--- src/rtl/sysctl_pkg.sv ---
package sysctl_pkg;

    localparam int unsigned DATA_W   = 32;
    localparam int unsigned NUM_REG  = 16;
    localparam int unsigned RIDX_W   = $clog2(NUM_REG);
    localparam int unsigned CRM_W    = 4;
    localparam int unsigned OP_W     = 3;
    localparam int unsigned TLB_OPS  = 5;
    localparam int unsigned SEL_W    = CRM_W + OP_W;
    localparam int unsigned NUM_GP   = 6;
    localparam int unsigned GP_IW    = $clog2(NUM_GP);
    localparam int unsigned TTB_LSB  = 14;
    localparam int unsigned TTB_W    = DATA_W - TTB_LSB;

    localparam logic [DATA_W-1:0] CTRL_WMASK  = 32'hC000_7387;
    localparam logic [DATA_W-1:0] CTRL_FIXED1 = 32'h0000_0078;
    localparam logic [DATA_W-1:0] VEC_HIGH    = 32'hFFFF_0000;

    typedef enum logic [2:0] {
        ACT_IDLE,
        ACT_TRAP,
        ACT_READ,
        ACT_WRITE,
        ACT_TLB,
        ACT_CACHE
    } act_e;

    typedef struct packed {
        logic [DATA_W-1:0]             ctrl;
        logic [TTB_W-1:0]              ttb;
        logic [DATA_W-1:0]             dac;
        logic [NUM_GP-1:0][DATA_W-1:0] gp;
        logic [DATA_W-1:0]             rd_data;
        logic                          rd_valid;
        logic                          trap;
        logic [TLB_OPS-1:0]            tlb_cmd;
        logic                          cache_cmd;
        logic [SEL_W-1:0]              cache_sel;
        logic [DATA_W-1:0]             maint_addr;
    } bank_t;

    function automatic logic [DATA_W-1:0] ident_word();
        return {8'h41, 4'h1, 4'h2, 12'h920, 4'h0};
    endfunction

    function automatic logic [DATA_W-1:0] cache_word();
        return {3'b000, 4'b0110, 1'b1, 3'b000, 3'b101, 3'b110, 1'b0, 2'b10,
                3'b000, 3'b101, 3'b110, 1'b0, 2'b10};
    endfunction

    // {hit, slot} for the plain storage registers
    function automatic logic [GP_IW:0] gp_slot(input logic [RIDX_W-1:0] crn);
        case (crn)
            4'd5:    return {1'b1, 3'd0};
            4'd6:    return {1'b1, 3'd1};
            4'd9:    return {1'b1, 3'd2};
            4'd10:   return {1'b1, 3'd3};
            4'd13:   return {1'b1, 3'd4};
            4'd15:   return {1'b1, 3'd5};
            default: return '0;
        endcase
    endfunction

endpackage

--- src/rtl/sysctl_decode.sv ---
module sysctl_decode
    import sysctl_pkg::*;
(
    input  logic               valid,
    input  logic               write,
    input  logic               priv,
    input  logic [RIDX_W-1:0]  crn,
    input  logic [CRM_W-1:0]   crm,
    input  logic [OP_W-1:0]    op1,
    input  logic [OP_W-1:0]    op2,
    output act_e               act,
    output logic [TLB_OPS-1:0] tlb_sel
);

    localparam logic [SEL_W-1:0] TLB_CODE [0:TLB_OPS-1] =
        '{7'h38, 7'h28, 7'h29, 7'h30, 7'h31};

    logic [TLB_OPS-1:0] code_hit;
    logic               plain_ok;

    for (genvar i = 0; i < TLB_OPS; i++) begin : g_tlb
        assign code_hit[i] = ({crm, op2} == TLB_CODE[i]);
    end

    assign plain_ok = (crm == '0) && (op2 == '0);

    always_comb begin
        act     = ACT_TRAP;
        tlb_sel = '0;
        if (!valid) begin
            act = ACT_IDLE;
        end else if (priv && (op1 == '0)) begin
            case (crn)
                4'd0: begin
                    if (!write && (crm == '0)) act = ACT_READ;
                end
                4'd1, 4'd2, 4'd3, 4'd5, 4'd6, 4'd9, 4'd10, 4'd13, 4'd15: begin
                    if (plain_ok) act = write ? ACT_WRITE : ACT_READ;
                end
                4'd7: begin
                    if (write) act = ACT_CACHE;
                end
                4'd8: begin
                    if (write && (code_hit != '0)) begin
                        act     = ACT_TLB;
                        tlb_sel = code_hit;
                    end
                end
                default: act = ACT_TRAP;
            endcase
        end
    end

endmodule

--- src/rtl/sysctl_ctrl_map.sv ---
module sysctl_ctrl_map
    import sysctl_pkg::*;
(
    input  logic [DATA_W-1:0] ctrl,
    output logic              mmu_en,
    output logic              align_chk_en,
    output logic              dcache_en,
    output logic              icache_en,
    output logic              big_endian,
    output logic              sys_prot,
    output logic              rom_prot,
    output logic              rr_replace,
    output logic [DATA_W-1:0] vec_base,
    output logic [1:0]        clk_mode
);

    logic unused_bits;
    assign unused_bits = ^{ctrl[29:15], ctrl[11:10], ctrl[6:3]};

    assign mmu_en       = ctrl[0];
    assign align_chk_en = ctrl[1];
    assign dcache_en    = ctrl[2];
    assign big_endian   = ctrl[7];
    assign sys_prot     = ctrl[8];
    assign rom_prot     = ctrl[9];
    assign icache_en    = ctrl[12];
    assign rr_replace   = ctrl[14];
    assign vec_base     = ctrl[13] ? VEC_HIGH : '0;

    always_comb begin
        if (!ctrl[30])      clk_mode = 2'b00;
        else if (!ctrl[31]) clk_mode = 2'b01;
        else                clk_mode = 2'b10;
    end

endmodule

--- src/rtl/sysctl_regbank.sv ---
module sysctl_regbank
    import sysctl_pkg::*;
(
    input  logic               clk,
    input  logic               rst_n,
    input  logic               xfer_valid,
    input  logic               xfer_write,
    input  logic               xfer_priv,
    input  logic [3:0]         xfer_crn,
    input  logic [3:0]         xfer_crm,
    input  logic [2:0]         xfer_op1,
    input  logic [2:0]         xfer_op2,
    input  logic [31:0]        xfer_wdata,
    output logic               rd_valid,
    output logic [31:0]        rd_data,
    output logic               undef_trap,
    output logic [4:0]         tlb_cmd,
    output logic               cache_cmd,
    output logic [6:0]         cache_sel,
    output logic [31:0]        maint_addr,
    output logic               mmu_en,
    output logic               align_chk_en,
    output logic               dcache_en,
    output logic               icache_en,
    output logic               big_endian,
    output logic               sys_prot,
    output logic               rom_prot,
    output logic               rr_replace,
    output logic [31:0]        vec_base,
    output logic [1:0]         clk_mode
);

    bank_t              s_d, s_q;
    act_e               act;
    logic [TLB_OPS-1:0] tlb_sel;
    logic [GP_IW:0]     slot;
    logic [DATA_W-1:0]  rd_mux;

    sysctl_decode u_dec (
        .valid   (xfer_valid),
        .write   (xfer_write),
        .priv    (xfer_priv),
        .crn     (xfer_crn),
        .crm     (xfer_crm),
        .op1     (xfer_op1),
        .op2     (xfer_op2),
        .act     (act),
        .tlb_sel (tlb_sel)
    );

    assign slot = gp_slot(xfer_crn);

    always_comb begin
        case (xfer_crn)
            4'd0:    rd_mux = (xfer_op2 == 3'd1) ? cache_word() : ident_word();
            4'd1:    rd_mux = (s_q.ctrl & CTRL_WMASK) | CTRL_FIXED1;
            4'd2:    rd_mux = {s_q.ttb, {TTB_LSB{1'b0}}};
            4'd3:    rd_mux = s_q.dac;
            default: rd_mux = slot[GP_IW] ? s_q.gp[slot[GP_IW-1:0]] : '0;
        endcase
    end

    always_comb begin
        s_d           = s_q;
        s_d.rd_data   = '0;
        s_d.rd_valid  = 1'b0;
        s_d.trap      = 1'b0;
        s_d.tlb_cmd   = '0;
        s_d.cache_cmd = 1'b0;
        s_d.cache_sel = '0;
        case (act)
            ACT_TRAP: s_d.trap = 1'b1;
            ACT_READ: begin
                s_d.rd_valid = 1'b1;
                s_d.rd_data  = rd_mux;
            end
            ACT_WRITE: begin
                case (xfer_crn)
                    4'd1: s_d.ctrl = xfer_wdata & CTRL_WMASK;
                    4'd2: s_d.ttb  = xfer_wdata[DATA_W-1:TTB_LSB];
                    4'd3: s_d.dac  = xfer_wdata;
                    default: begin
                        if (slot[GP_IW]) s_d.gp[slot[GP_IW-1:0]] = xfer_wdata;
                    end
                endcase
            end
            ACT_TLB: begin
                s_d.tlb_cmd    = tlb_sel;
                s_d.maint_addr = xfer_wdata;
            end
            ACT_CACHE: begin
                s_d.cache_cmd  = 1'b1;
                s_d.cache_sel  = {xfer_crm, xfer_op2};
                s_d.maint_addr = xfer_wdata;
            end
            default: ;
        endcase
    end

    always_ff @(posedge clk) begin
        if (!rst_n) s_q <= '0;
        else        s_q <= s_d;
    end

    assign rd_valid   = s_q.rd_valid;
    assign rd_data    = s_q.rd_data;
    assign undef_trap = s_q.trap;
    assign tlb_cmd    = s_q.tlb_cmd;
    assign cache_cmd  = s_q.cache_cmd;
    assign cache_sel  = s_q.cache_sel;
    assign maint_addr = s_q.maint_addr;

    sysctl_ctrl_map u_map (
        .ctrl         (s_q.ctrl),
        .mmu_en       (mmu_en),
        .align_chk_en (align_chk_en),
        .dcache_en    (dcache_en),
        .icache_en    (icache_en),
        .big_endian   (big_endian),
        .sys_prot     (sys_prot),
        .rom_prot     (rom_prot),
        .rr_replace   (rr_replace),
        .vec_base     (vec_base),
        .clk_mode     (clk_mode)
    );

endmodule

--- config.mk ---
export PLATFORM = sky130hd
export DESIGN_NAME = sysctl_regbank
export DESIGN_NICKNAME = d
export VERILOG_FILES = /design/src/rtl/sysctl_pkg.sv /design/src/rtl/sysctl_decode.sv /design/src/rtl/sysctl_ctrl_map.sv /design/src/rtl/sysctl_regbank.sv
export SDC_FILE = /design/constraint.sdc
export NUM_CORES = 1
export LEC_CHECK = 0
export ABC_AREA = 1
export BUFFER_PORTS_ARGS = -buffer_cell sky130_fd_sc_hd__buf_2
export CELL_PAD_IN_SITES_DETAIL_PLACEMENT = 2
export CELL_PAD_IN_SITES_GLOBAL_PLACEMENT = 2
export CORE_MARGIN = 2
export CORE_UTILIZATION = 34
export CTS_BUF_LIST = sky130_fd_sc_hd__clkbuf_4 sky130_fd_sc_hd__clkbuf_8
export DETAILED_ROUTE_END_ITERATION = 7
export PLACE_DENSITY_LB_ADDON = 0.1
export SLEW_MARGIN = 25
export SYNTH_ARGS = -nofsm -noshare
export SYNTH_HDL_FRONTEND = slang
export SYNTH_HIERARCHICAL = 1
export SYNTH_SLANG_ARGS = --single-unit
export TNS_END_PERCENT = 5
--- constraint.sdc ---
create_clock -name clk -period 2.2 [get_ports clk]
set_input_delay 0 -clock clk [delete_from_list [all_inputs] [get_ports clk]]
set_output_delay 0 -clock clk [all_outputs]
set_load 0.005 [all_outputs]
# After elaboration in Yosys (flattened, before gate mapping)
# Cells that the tools add are included.
word_totals:
  register_bits: 332
  inputBits: 51
  output_inout_bits: 121
  wordCells: 85
classes:
  order_cmp: 2
  n_eq_ne: 22
  mux: 23
  bitwise_logic: 1
  reduce_logical: 21
ops:
  columns: ["op", "n"]
  rows:
  - ["bitwise mux 192 bit", 1]
  - ["two-way mux 32 bit", 4]
  - ["one-hot mux 32 bit (4 select lines)", 1]
  - ["binary-select mux 32 bit (select 3 bit)", 1]
  - ["demux 32 bit (select 3 bit)", 1]
  - ["equality test 7 x 6 -> 1 bit, second input constant", 5]
  - ["two-way mux 31 bit", 1]
  - ["one-hot mux 4 bit (6 select lines)", 1]
  - ["equality test 4 bit, second input constant", 5]
  - ["two-way mux 3 bit", 5]
  - ["equality test 4 x 3 -> 1 bit, second input constant", 3]
  - ["one-hot mux 3 bit (4 select lines)", 1]
  - ["AND reduction 2 bit", 5]
  - ["OR reduction 9 bit", 1]
  - ["equality test 4 x 2 -> 1 bit, second input constant", 2]
  - ["logical NOT 4 bit", 2]
  - ["two-way mux 8 bit", 1]
  - ["equality test 3 x 1 -> 1 bit, second input constant", 2]
  - ["equality test 3 x 2 -> 1 bit, second input constant", 2]
  - ["equality test 3 bit, second input constant", 2]
  - ["logical NOT 3 bit", 2]
  - ["two-way mux 2 bit", 3]
  - ["AND reduction 6 bit", 1]
  - ["logical AND 1 bit", 5]
  - ["10 further kinds", 12]

# Logic depth before layout (Yosys ltp)
# Gate-level depths: netlist of the first run.
logic_depth:
  word_depth: 9
  ltp_mapped: 18

# Hierarchy
# Netlist of the first run, hierarchy kept.
by_module_without_submodules:
  columns: ["module", "instances", "cells_each", "area_each_um2", "seq_area_each_um2"]
  rows:
  - ["sysctl_regbank", 1, 2072, 14574.0, 6646.4]
  - ["sysctl_decode", 1, 88, 394.1, 0.0]
  - ["sysctl_ctrl_map", 1, 45, 321.6, 0.0]

# Worst setup path after synthesis of the first run
# No wires, ideal clock.
synth_path:
  kind: "input to register"
  startpoint: "in xfer_crn[3]"
  endpoint: "reg s_q[271] (netlist name)"
  setup_ns: 0.070
  arrival_ns: 1.826
  required_time_ns: 2.130
  slack_ns: 0.304
  path_stages: 16
  n_path_buf: 1
  cell_sequence: "inv_1 nand2_1 nand2_1 nand2_1 nand2_1 nand2_1 nand2_1 nor2_1 a21oi_2 inv_1 nor3_1 inv_1 nor2_1 clkbuf_1 o21ai_0 a21oi_1"
synth_between:
  elab_chain_len: 7
  word_cells_on_any_way: 18
  cone_classes: "eq/ne: 12; mux: 3; reduce/logical: 3"
synth_lines:
  columns: ["element", "line", "text"]
  rows:
  - ["from (decl)", "sysctl_regbank.sv:9", "input logic [3:0] xfer_crn,"]
  - ["equality test 4 x 1 -> 1 bit (tied with other cells)", "sysctl_decode.sv:33", "case (crn)"]
  - ["OR reduction 9 bit", "sysctl_decode.sv:33", null]
  - ["one-hot mux 3 bit (4 select lines) *", "sysctl_decode.sv:33", null]
  - ["two-way mux 3 bit *", "sysctl_decode.sv:32", "end else if (priv && (op1 == '0)) begin"]
  - ["two-way mux 3 bit *", "sysctl_decode.sv:30", "if (!valid) begin"]
  - ["via act[0]", "sysctl_regbank.sv:34", "act_e act;"]
  - ["equality test 3 x 2 -> 1 bit *", "sysctl_regbank.sv:71", "case (act)"]
  - ["AND reduction 2 bit (no line) *", null, null]
  - ["to (signal assigned)", "sysctl_regbank.sv:101", "if (!rst_n) s_q <= '0;"]
  - ["to (signal assigned)", "sysctl_regbank.sv:102", "else s_q <= s_d;"]
  - ["to (decl)", "sysctl_regbank.sv:33", "bank_t s_d, s_q;"]
# The timed path passes the listed nets; every way through them passes the cells marked *.
# A chain may end at the register's enable or synchronous reset.

# Worst setup path after layout of the first run
layout_path:
  startpoint: "in xfer_crn[1]"
  endpoint: "reg s_q[121] (netlist name)"
layout_between:
  elab_chain_len: 7
  word_cells_on_any_way: 27
  cone_classes: "order compare: 2; eq/ne: 12; mux: 7; bitwise: 1; reduce/logical: 5"
layout_lines:
  columns: ["element", "line"]
  rows:
  - ["equality test 4 x 1 -> 1 bit (tied with other cells)", "sysctl_decode.sv:33"]
  - ["OR reduction 9 bit", "sysctl_decode.sv:33"]
  - ["one-hot mux 3 bit (4 select lines) *", "sysctl_decode.sv:33"]
  - ["two-way mux 3 bit *", "sysctl_decode.sv:32"]
  - ["two-way mux 3 bit *", "sysctl_decode.sv:30"]
  - ["via act[0]", "sysctl_regbank.sv:34"]
  - ["equality test 3 x 2 -> 1 bit *", "sysctl_regbank.sv:71"]
  - ["AND reduction 3 bit (no line) *", null]
# Marks and branches as above.

==> metrics, run 1 <==
drt wl/cell=21.2 um; Final Skew=~29 ps; Worst Path Required=about 2800 ps; Die W=216 um; fmax=460 MHz; layout cells sized above 1=between 10% and 20%; Worst EP arrival=2750 ps; drt initial violations=between 900 and 1k; min cycle time layout=2170 ps; Post-DP Area=16200 um2; total track usage=26.4%; vias per cell=5.17; routed vias=approximately 15k; warnings from Yosys=6; Post-Synthesis Cell Area=15300 um2; first-pass GRT wire length=about 96 mm; max_cap viols=0; Final nets=2356; Hold Vio Cnt, Final=0; Boundary Pins=172; Worst Tran Pin Value=608 ps; initial antenna violation count=0; first drt pass iteration count=5; critical path fanouts, max=9; Pwr Density=737 nW/um2; DRT antenna net count=0; Rel. slew slack=59.5%; worst skew pair latency=670 ps; drc violations=0; initial core utilization=between 30% and 40%; Cell Rows=77; GRT overflow=0; Hold Path Class=input port to flop; Mean Syn Cell Area=a little under 7 um2; clock tree root buffer cell=clkbuf_8; Post-Syn Instances=2204; Longest Clk Path Bufs=3; Worst Setup End Kind=flop; CTS sink count=332; cts bufs inserted=61; Clock transition at path regs=around 60 ps; global placement routability congestion=0.792; outcome=completed; area of the core=approximately 44000 um2; htree depth=2; RSZ-0062 raised after global routing=true; Reg2Reg Setup Slack=between 900 and 1000 ps; Final Cell Area=18100 um2; fin crit share=98.7%; largest net degree at the start of global routing=126; P_leak=0.00772 uW; peak supply drop=0.000366 V; Setup CP Type=input port to flop; Slew Viols, Final=0; total power=13300 uW; setup violators final=0; Port Buffers=155; Die Ht=around 220 um; area delta synth->final=18.1%; antenna cells=0; CP Launch Type=input port; CTS tree=yes; vias in the first global route=16.0k; final setup TNS=0 ps; full die area=46700 um2; Detailed Place HPWL=about 41 mm; final WL=62.3 mm
[final timing paths]
kind | from | endpoint | depth (start not counted)
max | xfer_crn[1] | s_q[121]$_SDFFE_PN0P_ | 20
min | xfer_op1[2] | tlb_cmd[0]$_SDFF_PN0_ | 9
max reg2reg | s_q[85]$_SDFFE_PN0P_ | rd_data[6]$_SDFF_PN0_ | 7
min reg2reg | s_q[155]$_SDFFE_PN0P_ | s_q[155]$_SDFFE_PN0P_ | 2
[worst max-delay path, stage by stage]
cell           delay (ps)
dlygate4sd3_1         550
buf_2                 160
inv_1                 110
nand2_1                80
nor2_2                110
nand2_1                80
nand2_1                80
inv_1                  50
nand2_1                60
nor2_1                 50
a21oi_2               200
inv_2                  70
nor3_2                130
buf_4                 160
nand2_2               100
buf_12                150
nor2_4                170
buf_4                 210
o21ai_0               100
nor2_1                140
[power by group]
| part | internal (uW) | switching [uW] |
|---|---|---|
| sequential | 6020 | 0.682 |
| combinational | 271 | 755 |
| clock | 3520 | 2750 |
[stage by stage]
| step | worst slack [ps] | util [%] | cells | hold WS [ps] |
|---|---|---|---|---|
| finish | 27.7 | 40.7 | 2942 | 70.7 |
| global route | -97.3 | 40.7 | 2942 | 89.7 |
| CTS | 4.64 | 40.6 | 2942 | 9.77 |
| detailed placement | -107 | 36.5 | 2780 | 263 |
| global placement | -37.4 | 36.5 | 2780 | 260 |
| floorplan | 304 | - | 2219 | 112 |
[per-layer routing]
metal	wire (um)	vias to the layer above	part of all wire [%]	GRT usage [%]
met1	29400	7661	47	36.5
met2	29000	324	47	43.4
li1	-	7163	-	-
met5	0	-	0	0
met4	1060	0	1.7	6.32
met3	2880	68	4.6	3.69
[timing repair]
item / CTS / global route
endpoints found under the hold margin: 297 / 0
gates resized for setup: 0 / 21
hold buffers: 54 / 0
setup buffers: 0 / 2
endpoints found under the setup margin: 0 / 254
[layout make-up]
| type | instances | area, um2 |
|---|---|---|
| clock buffer | 96 | 1180 |
| clock inverter | 12 | 95.1 |
| fill | 5265 | 26300 |
| inverter | 161 | 609 |
| multi-input combinational | 1462 | 6610 |
| sequential | 332 | 6650 |
| tap | 592 | 741 |
| timing repair buffer | 287 | 2160 |
[layout by cell type (no fill, tap or decap), types with 3 or more instances in the layout]
master	n
nand2_1	391
nor2_1	350
dfxtp_1	332
a21oi_1	229
nand3_1	213
o21ai_0	178
buf_2	154
inv_1	147
clkbuf_8	74
buf_4	58
dlygate4sd3_1	52
clkbuf_4	22
buf_12	20
conb_1	16
nor2_2	15
inv_2	13
a221oi_1	13
a22o_1	12
nand2_2	9
clkinv_2	8
o21ai_1	6
nor2_4	4
nor3_1	4
inv_6	3
a21boi_0	3
or2_2	3
a21oi_2	3
[sequential cells by signal, indices dropped and copies added (netlist names)]
signal      cells
cache_cmd       1
cache_sel       7
maint_addr     32
rd_data        32
rd_valid        1
s_q           253
tlb_cmd         5
undef_trap      1
Power figures use the tool's default switching activity.
==> run 2: changes to the inputs <==
- CORE_UTILIZATION: 34 -> 33
- CTS_BUF_LIST: sky130_fd_sc_hd__clkbuf_4 sky130_fd_sc_hd__clkbuf_8 -> not set
==> run 2 against run 1 <==
Compared with the run above:
- register-to-register slack improved by 50 ps
- maximum frequency increased by 4.7%
- setup slack improved by 97 ps
- count of clock-buffer cells in the layout decreased by 38
- critical endpoint is now s_q[311]$_SDFFE_PN0P_
==> metrics, run 2 (same netlist as run 1, synthesis figures left out) <==
dpl cells=approximately 2.8k; CP dominant cell by count=buf_4; max reg flops=between 200 and 300; Reg2Reg Launch Point=s_q[80]$_SDFFE_PN0P_; Final nets=2333; Worst Path Required=around 2600 ps; Rel. slew slack=61.5%; Gate power share=7.4%; drt initial violations=839; r2r endpoint=rd_data[1]$_SDFF_PN0_; CP max stage delay=approximately 530 ps; P_int=10200 uW; Clock transition at path regs=60 ps; layout cells sized above 1=14.9%; drt wl/cell=21.5 um; Levels on crit path=15; area of the core=45600 um2; Worst Setup End Kind=flop; vias in the first global route=around 16k; GRT overflow=0; antenna cells=0; CTS sink count=~330; largest net degree at the start of global routing=127; Reg2Reg Setup Slack=980 ps; Worst Tran Pin Value=576 ps; setup violators final=0; area delta synth->final=18.2%; CP Cell Sequence=dlygate4sd3_1 -> buf_2 -> inv_1 -> nor2_1 -> o21ai_2 -> a21oi_2 -> inv_1 -> nor3_2 -> buf_4 -> clkinvlp_4 -> nor3_4 -> buf_6 -> buf_4 -> buf_4 -> a21oi_1; final WL=62.4 mm; worst skew pair latency=between 500 and 600 ps; P_leak=0.00767 uW; critical path fanouts, max=7; global placement routability congestion=0.776; first drt pass iteration count=5; Switch Pwr=3520 uW; fillers=5346; Hold Path Class=input port to flop; Cell Rows=78; CP top delay family=buffers and inverters; clock tree root buffer cell=clkbuf_16; Post-DP Area=16200 um2; Worst EP arrival=2500 ps; Reg2Reg Depth=6; initial core utilization=33.5%; Die Ht=219 um; Final Cell Area=18100 um2; most common cell after layout, fill and taps aside=nand2_1; cts bufs inserted=41; peak supply drop=0.000480 V; Reg power frac=approximately 44%; Final Skew=37.1 ps; CTS tree=yes; Critical Path Start=xfer_valid; vias per cell=5.23; largest reg by FF count=s_q; Die W=roughly 220 um; Detailed Place HPWL=40.4 mm; Pwr Density=758 nW/um2; Slew Viols, Final=0; most frequent cells in the layout=392 x nand2_1, 357 x nor2_1, 332 x dfxtp_1; htree depth=2; fmax=482 MHz; full die area=a little under 50000 um2; Port Buffers=155; Setup CP Type=input port to flop; clock network fraction of total power=48.7%; post-route worst setup slack=125 ps; DRT antenna net count=0; CP Launch Type=input port; Hold Vio Cnt, Final=0; first-pass GRT wire length=roughly 96 mm; min cycle time layout=2080 ps; Layout Cells excl Fill=2905; outcome=completed; Longest Clk Path Bufs=3; drc violations=0; critical path capture point=s_q[311]$_SDFFE_PN0P_; initial antenna violation count=0; Boundary Pins=approximately 170; fin crit share=94.3%; Critical path buffers and inverters=9; pre-CTS WS=-134 ps; slowest CP cell=dlygate4sd3_1; routed vias=roughly 15k; Sw Share=between 20% and 30%; max_cap viols=0; total track usage=between 20 and 30%
## run 2: cell types whose count changed in the layout (fill, tap and decap cells not counted), sizes merged
cell          before  now
dlygate4sd3       52   49
buf              235  234
clkinvlp           1    2
dlymetal6s4s       0    1
inv              163  162
clkinv             8    4
clkbuf            96   58
## run 2: per-stage QoR
step                total power [uW]  hold slack (ps)  util (%)  TNS, ps
detailed placement              7080              262      35.5   -11230
global placement                7070              258      35.5        0
finish                         13700             52.5      39.6        0
floorplan                       6610              112         -        0
global route                   14200             69.4      39.6    -99.1
CTS                            13800             2.02      39.4        0
## run 2: timing repair
item                                    in CTS  in global routing
endpoints found under the setup margin       0                138
hold endpoints to repair                   266                  0
hold buffers                                50                  0
buffers inserted                             0                  7
resized for setup                            0                 15
## run 2: cell type report
| cell class | count | area (um2) | area share (%) |
|---|---|---|---|
| sequential | 332 | 6650 | 36.8 |
| clock inverter | 8 | 97.6 | 0.540 |
| clock buffer | 58 | 1200 | 6.64 |
| tap | 600 | 751 | 4.16 |
| timing repair buffer | 284 | 2180 | 12.0 |
| inverter | 161 | 613 | 3.39 |
| multi-input combinational | 1462 | 6580 | 36.4 |
## run 2: worst min-delay path by stage
| stage | slack [ps] | endpoint | from | depth (start not counted) |
|---|---|---|---|---|
| 2_1_floorplan | 110 | cache_sel[1]$_SDFF_PN0_ | xfer_op2[1] | 2 |
| 3_3_place_gp | 260 | cache_sel[6]$_SDFF_PN0_ | xfer_crm[3] | 3 |
| 3_5_place_dp | 260 | cache_sel[3]$_SDFF_PN0_ | xfer_crm[0] | 3 |
| 4_1_cts | 2 | tlb_cmd[1]$_SDFF_PN0_ | xfer_crm[2] | 6 |
| 5_1_grt | 70 | tlb_cmd[1]$_SDFF_PN0_ | xfer_crm[2] | 6 |
| 6_report | 50 | tlb_cmd[1]$_SDFF_PN0_ | xfer_crm[2] | 6 |
## run 2: power groups by stage
stage	combinational, uW	clock, uW	sequential [uW]
after detailed placement	936	0	6150
after global placement	924	0	6150
after CTS	1000	6810	6010
after global routing	1090	7050	6010
final	1010	6670	6020
after floorplan	463	0	6150
## run 2: metal layers
metal  GRT usage [%]  wire length [um]  share of wire (%)
met5               0                 0                  0
met4            5.90              1160                1.9
met3            4.26              2830                4.5
met2            41.6             28300                 45
met1            36.3             30100                 48
## run 2: worst register-to-register path, stage by stage (launching register included)
cell and delay [ps]:
dfxtp_1 340, nand3_1 80, nand3_1 140, nand2_1 70
nor2_1 80, nand2_1 170, a21oi_1 250
==> run 3: changes to the inputs <==
- GPL_ROUTABILITY_DRIVEN: not set -> 0
- REMOVE_ABC_BUFFERS: not set -> 1
==> run 3 against run 2 <==
Compared with the run above:
- setup slack worse by 76 ps
- hold slack better by 21 ps
- critical path depth increased by 4
- routed wire length is 4.9% lower
- sequential share of layout area down 0.47 points
- total power is 0.80% higher
- via count shrank 0.84%
- non-clock buffer count grew 6
- maximum frequency fell by 3.5%
- critical path type unchanged
==> metrics, run 3 (same netlist as run 1, synthesis figures left out) <==
first drt pass iteration count=6; antenna cells=0; Hold Vio Cnt, Final=0; slowest CP cell=dlygate4sd3_1; Worst Path Required=2640 ps; CTS sink count=332; Final Skew=13.0 ps; Die W=between 200 and 250 um; CP dominant cell by count=nand2_1; Rel. slew slack=62.7%; Boundary Pins=172; total track usage=24.7%; Die Ht=approximately 220 um; Final Cell Area=18300 um2; CP Cell Sequence=dlygate4sd3_1 -> buf_2 -> inv_2 -> nand3_1 -> nand2_1 -> nand2_1 -> inv_1 -> nand2_1 -> nor2_1 -> a21oi_2 -> inv_1 -> nor3_2 -> buf_4 -> clkinvlp_4 -> nor3_4 -> buf_12 -> buf_12 -> clkbuf_16 -> a21oi_1; area of the core=45600 um2; Worst Tran Pin Value=between 500 and 600 ps; DRT antenna net count=0; initial antenna violation count=0; worst skew pair latency=between 500 and 600 ps; WHS=between 70 and 80 ps; area delta synth->final=19.7%; critical path fanouts, max=15; Worst Setup End Kind=flop; peak supply drop=0.000421 V; P_leak=0.00773 uW; Setup CP Type=input port to flop; final setup TNS=0 ps; final WL=59.3 mm; drt initial violations=740; drt wl/cell=20.4 um; total power=13800 uW; layout cells sized above 1=15.4%; drc violations=0; fin crit share=about 98%; min cycle time layout=2150 ps; Cell Rows=78; Port Buffers=155; htree depth=2; CTS tree=yes; setup violators final=0; fmax=465 MHz; CP max stage delay=530 ps; Pwr Density=approximately 750 nW/um2; cts bufs inserted=40; outcome=completed; Clock transition at path regs=60 ps; most frequent cells in the layout=389 x nand2_1, 355 x nor2_1, 332 x dfxtp_1; initial core utilization=33.5%; clock tree root buffer cell=clkbuf_16; Core Util, Final=40.1%; Final nets=roughly 2.3k; most common cell after layout, fill and taps aside=nand2_1; largest reg by FF count=s_q; full die area=48100 um2; vias per cell=5.17; routed vias=about 15k; Longest Clk Path Bufs=3; Hold Path Class=input port to flop; Post-DP Area=16300 um2; Detailed Place HPWL=37.7 mm; Worst EP arrival=2590 ps; first-pass GRT wire length=a little over 90 mm; GRT overflow=0; Slew Viols, Final=0; largest net degree at the start of global routing=97; max reg flops=253; vias in the first global route=approximately 16k; CP Launch Type=input port; max_cap viols=0
## run 3: changes by cell type in the layout (fill, tap and decap cells not counted), moves of 4 or more
cell,before,now
clkbuf_8,11,15
buf_12,23,30
nor2_2,10,6
nor2_4,2,8
inv_1,147,143
## run 3: repair_timing
action	4_1_cts	5_1_grt
resized for setup	0	8
setup endpoints to repair	0	215
endpoints found under the hold margin	299	0
hold buffers	50	0
setup buffers	0	4
## run 3: final timing paths
kind / start / to / slack (ps) / depth (start not counted)
worst max register to register: s_q[91]$_SDFFE_PN0P_ / rd_data[12]$_SDFF_PN0_ / 1090 / 7
worst max-delay path: xfer_write / s_q[306]$_SDFFE_PN0P_ / 50 / 19
worst min register to register: s_q[175]$_SDFFE_PN0P_ / s_q[175]$_SDFFE_PN0P_ / 460 / 2
worst min-delay path: xfer_op2[2] / rd_valid$_SDFF_PN0_ / 70 / 6
## run 3: layout make-up
| cell class | instances | area [um2] |
|---|---|---|
| Clock inverter | 4 | 58.8 |
| Timing Repair Buffer | 290 | 2320 |
| Clock buffer | 65 | 1290 |
| Sequential cell | 332 | 6650 |
| Inverter | 161 | 612 |
| Multi-Input combinational cell | 1462 | 6620 |
| Tap cell | 600 | 751 |
| Fill cell | 5305 | 27300 |
## run 3: through the flow
stage	instances	setup slack, ps
2_1_floorplan	1955	-2450
3_3_place_gp	2790	-64.2
3_5_place_dp	2790	-220
4_1_cts	2909	27.8
5_1_grt	2914	-97.4
6_report	2914	48.5
## run 3: report_power, final
| part | total (uW) | internal (uW) | switching (uW) |
|---|---|---|---|
| combinational | 968 | 282 | 686 |
| clock | 6830 | 4100 | 2730 |
| sequential | 6010 | 6010 | 0.466 |
## run 3: layer usage
layer	up-vias	GRT usage (%)	share of wire [%]
met4	0	4.84	1.4
met3	64	3.30	3.0
met2	224	44.6	50
met5	-	0	0
li1	7118	-	-
met1	7663	31.4	46
## run 3: critical path, delay by kind of cell
kind                   cells  cell delay, ps
AO/OA/AOI/OAI              2             280
buffers and inverters     10            1590
AND/OR/NAND/NOR            7             720
